## src/rtl/tx_outcome_tracker.sv

```systemverilog
module tx_outcome_tracker #(
  parameter int RETRY_LIMIT = 16,
  parameter int TDR_W = 10
) (
  input  logic             clk,
  input  logic             rst_n,
  input  logic             retry_off,
  input  logic             frame_start,
  input  logic             attempt_start,
  input  logic             defer_in,
  input  logic             collision,
  input  logic             carrier_lost,
  input  logic             late_coll,
  input  logic             underflow,
  input  logic             no_enp,
  input  logic             tx_ok,
  output logic             done,
  output logic             retry_again,
  output logic [7:0]       stat,
  output logic [5:0]       stat2,
  output logic [TDR_W-1:0] tdr,
  output logic             tx_disable
);
  localparam int CNT_W = (RETRY_LIMIT > 2) ? $clog2(RETRY_LIMIT) : 1;
  localparam logic [CNT_W-1:0] LAST = CNT_W'(RETRY_LIMIT - 1);
  localparam logic [TDR_W-1:0] TDR_MAX = {TDR_W{1'b1}};

  logic             active, frozen, def_q, lcar_q;
  logic [CNT_W-1:0] rcnt;
  logic [TDR_W-1:0] tdr_cnt;

  wire ev_err  = underflow | no_enp | late_coll;
  wire give_up = active & ~ev_err & collision & (retry_off | rcnt == LAST);
  wire retry   = active & ~ev_err & collision & ~give_up;
  wire finish  = active & (ev_err | give_up | (tx_ok & ~collision));
  wire def_n   = def_q | (active & defer_in);
  wire lcar_n  = lcar_q | (active & carrier_lost);

  wire [5:0] s2_n = {no_enp, underflow, 1'b0, late_coll, lcar_n, give_up};
  wire [7:0] s_n  = {1'b0, |s2_n, 1'b0, rcnt > CNT_W'(1), rcnt == CNT_W'(1),
                     def_n, 2'b00};

  always_ff @(posedge clk) begin
    if (!rst_n) begin
      done        <= 1'b0;
      retry_again <= 1'b0;
      stat        <= '0;
      stat2       <= '0;
      tdr         <= '0;
      tx_disable  <= 1'b0;
    end else begin
      done        <= finish;
      retry_again <= retry;
      stat        <= finish ? s_n : '0;
      stat2       <= finish ? s2_n : '0;
      tdr         <= finish ? tdr_cnt : '0;
      tx_disable  <= finish & (underflow | no_enp | give_up);
    end
  end

  always_ff @(posedge clk) begin
    if (!rst_n || frame_start) begin
      active  <= 1'b0;
      frozen  <= 1'b0;
      def_q   <= 1'b0;
      lcar_q  <= 1'b0;
      rcnt    <= '0;
      tdr_cnt <= '0;
    end else if (attempt_start) begin
      active  <= 1'b1;
      frozen  <= 1'b0;
      tdr_cnt <= '0;
    end else if (active) begin
      def_q  <= def_n;
      lcar_q <= lcar_n;
      if (collision | late_coll)
        frozen <= 1'b1;
      else if (!frozen && tdr_cnt != TDR_MAX)
        tdr_cnt <= tdr_cnt + 1'b1;
      if (retry) begin
        active <= 1'b0;
        rcnt   <= rcnt + 1'b1;
      end
      if (finish) begin
        active <= 1'b0;
        rcnt   <= '0;
        def_q  <= 1'b0;
        lcar_q <= 1'b0;
      end
    end
  end
endmodule


```

## config.mk

```make
export PLATFORM = sky130hd
export DESIGN_NAME = tx_outcome_tracker
export DESIGN_NICKNAME = d
export VERILOG_FILES = /design/src/rtl/tx_outcome_tracker.sv
export SDC_FILE = /design/constraint.sdc
export NUM_CORES = 1
export LEC_CHECK = 0
export BUFFER_PORTS_ARGS = -buffer_cell sky130_fd_sc_hd__buf_2
export CORE_MARGIN = 2
export CORE_UTILIZATION = 45
export DETAILED_ROUTE_END_ITERATION = 16
export PLACE_DENSITY = 0.69
export SLEW_MARGIN = 40
export SYNTH_ARGS = -nofsm -noshare
export SYNTH_HDL_FRONTEND = slang
export SYNTH_SLANG_ARGS = --single-unit
```

## constraint.sdc

```tcl
create_clock -name clk -period 1.9 [get_ports clk]
set_input_delay 0.285 -clock clk [delete_from_list [all_inputs] [get_ports clk]]
set_output_delay 0.285 -clock clk [all_outputs]
set_load 0.02 [all_outputs]
```

==> flow_metrics.env <==
export IMPL_cp_slowest_stage_delay_ps=410
export IMPL_finalHoldViolCount=0
export IMPL_final_fill_count=342
export IMPL_critPathLaunchType="flip-flop"
export IMPL_crit_fanout=8
export IMPL_post_route_cells_drive_above_1_share=0.2454
export IMPL_cts_buffer_depth=2
export IMPL_wl_per_cell_um=12.58
export IMPL_pwr_density_cell_nw_per_um2=771.9
export IMPL_syn_area_um2=1640
export IMPL_setup_viol=0
export IMPL_netlist_area_leader_share=0.4882
export IMPL_drtIter0Drc=50
export IMPL_areaGrowthSynthToFinish_pct=16.78
export IMPL_cts_setup_buffers=0
export IMPL_fin_crit_ps=1737
export IMPL_grt_pass1_vias=1288
export IMPL_synth_edf_count=0
export IMPL_coreArea_um2=3416
export IMPL_port_buffers=33
export IMPL_finalCritPeriodShare=0.9140
export IMPL_holdBufCountCts=0
export IMPL_routabilityCongestion=0.8573
export IMPL_path_clk_slew_ps=120
export IMPL_status="finished clean"
export IMPL_dpl_hpwl_mm=2.552
export IMPL_yosys_top_cells_area="dfxtp_1 (49%), and3_1 (5.3%), nor2_1 (3.9%)"
export IMPL_avgSynthCellArea_um2=9.164
export IMPL_grt_max_degree=16
export IMPL_grtUsageTotal=0.1717
export IMPL_async_flop_share=0
export IMPL_grt_antenna_before_repair=0
export IMPL_crit_type="reg2reg"
export IMPL_cp_slowest_cell="dfxtp_1"
export IMPL_clock_latency_ps=350
export IMPL_r2r_slack_ps=160
export IMPL_critPathTopFamily="simple AND/OR/NAND/NOR gates"
export IMPL_die_width_um=64.38
export IMPL_tns_ps=0
export IMPL_maxSlewViolCount=0
export IMPL_drc=0
export IMPL_clock_skew_ps=4.534
export IMPL_ir_worst_vdd_mv=0.3587
export IMPL_arrival_ps=2030
export IMPL_clock_sinks=40
export IMPL_rsz0062_at_grt="false"
export IMPL_synthCells=179
export IMPL_synth_warnings=0
export IMPL_grt_pass1_wl_mm=5.547
export IMPL_p_leak_nw=0.8165
export IMPL_dieArea_um2=4144
export IMPL_synth_flop_cell="dfxtp_1"
export IMPL_cts_repair_resized=0
export IMPL_worstPathCellList="ha_1 > nand4_1 > a31oi_1 > nand2_1 > buf_4 > nor2_1"
export IMPL_yosys_area_top_type="dfxtp_1"
export IMPL_min_path_type="in2reg"
export IMPL_routed_wl_mm=3.296
export IMPL_cts_htree_levels=2
export IMPL_critPathBufInv=1
export IMPL_die_h_um=64.38
export IMPL_cts_buffers=5
export IMPL_rows=21
export IMPL_ant_nets=0
export IMPL_critical_path_required_ps=2190
export IMPL_antennaDiodeCount=0
export IMPL_cts_tree="built"
export IMPL_vias=1398
export IMPL_via_per_inst=5.336
export IMPL_first_pass_iters=4
export IMPL_ys_seq_area_frac=0.4882
export IMPL_synth_ff_latch_count=40
export IMPL_start_util=0.4802
export IMPL_clock_fmax_mhz=575.8
export IMPL_utilization=0.5608
export IMPL_cts_root_buf="clkbuf_4"
export IMPL_synth_cell_type_count=39
export IMPL_maxCapViolCount=0
export IMPL_final_net_count=231
export IMPL_cp_end_kind="flip-flop"
export IMPL_io_pins=39
export IMPL_grt_ovfl_total=0
Yosys cell counts, types with 3 or more instances:
| cell | number |
|---|---|
| nand3_1 | 5 |
| mux2i_1 | 3 |
| clkbuf_1 | 5 |
| nor3_1 | 6 |
| nand2_1 | 12 |
| nor2_1 | 17 |
| a211oi_1 | 3 |
| or3b_2 | 3 |
| a21oi_1 | 12 |
| ha_1 | 4 |
| and3_1 | 14 |
| a31oi_1 | 6 |
| dfxtp_1 | 40 |
| o21ai_0 | 3 |
| buf_4 | 5 |
| nand4_1 | 3 |
| nor2b_1 | 3 |
| inv_1 | 7 |
report_power, final:
part	internal [mW]	switching, mW	leakage [nW]
Clock	0.274	0.279	0.0412
Combinational	0.0272	0.0536	0.453
Sequential	0.843	0.00210	0.323
Total	1.14	0.335	0.816
final timing paths:
kind / from / endpoint / cells past startpoint
setup reg to reg: rcnt[0] / stat2[1] / 6
setup / recovery: rcnt[0] / stat2[1] / 6
hold reg to reg: frozen / frozen / 2
hold / removal: defer_in / stat[2] / 3
cell families after synthesis:
| family | count (synthesis) | synth area share |
|---|---|---|
| fa+ha+maj | 4 | 0.03051 |
| buf+inv | 19 | 0.06026 |
| compound gates | 32 | 0.1220 |
| flops | 40 | 0.4882 |
| other cells | 1 | 0.002286 |
| mux | 3 | 0.01831 |
| xor+xnor | 3 | 0.01602 |
| simple gates | 77 | 0.2624 |
per-stage QoR:
stage / total power [mW] / std cells / instance area, um^2 / hold slack [ps] / setup WS [ps]
finish: 1.479 / 262 / 1916 / 181.7 / 163.3
global route: 1.540 / 262 / 1916 / 185.8 / 9.980
CTS: 1.492 / 262 / 1916 / 176.8 / 170.5
detailed placement: 0.9436 / 254 / 1836 / 466.1 / 144.6
global placement: 0.9421 / 254 / 1836 / 450.3 / 166.6
floorplan: 0.9222 / 183 / 1655 / 403.3 / 236.1
routing by layer:
| metal | vias to the layer above | routed length (um) | track usage | share of wire |
|---|---|---|---|---|
| met4 | 0 | 44 | 0.06649 | 0.013 |
| met5 | - | 0 | 0 | 0 |
| met1 | 634 | 1511 | 0.2097 | 0.46 |
| li1 | 702 | - | - | - |
| met2 | 56 | 1516 | 0.2826 | 0.46 |
| met3 | 6 | 224 | 0.05282 | 0.068 |
placed cells by master, fill, tap and decap left out, types with 4 or more instances in the layout:
master and n:
clkbuf_4 5, a21oi_1 12, conb_1 5, dfxtp_1 40
nor3_1 6, nand2_1 12, inv_1 7, buf_2 33
buf_4 4, a31oi_1 6, ha_1 4, and3_1 14
nor2_1 17, nand3_1 5
flip-flops by register name, indices dropped and copies added (netlist names), 4 cells and up:
name	flops
tdr_cnt	10
rcnt	4
tdr	10
stat	4
stat2	5
worst reg2reg max path, stage by stage, from the launching register on:
cell     delay (ps)
dfxtp_1         410
ha_1            240
nand4_1         140
a31oi_1         410
nand2_1         150
buf_4           190
nor2_1          120
cell type report:
cell class | count | area (um^2) | area share
flip-flops and latches | 40 | 800.8 | 0.4180
inverters | 7 | 26.28 | 0.01372
repair buffers | 37 | 195.2 | 0.1019
well taps | 46 | 57.56 | 0.03005
multi-input cells | 124 | 755.7 | 0.3945
clock buffers | 5 | 37.54 | 0.01960
clock inverters | 3 | 42.54 | 0.02221
(Power assumes the default switching activity.)
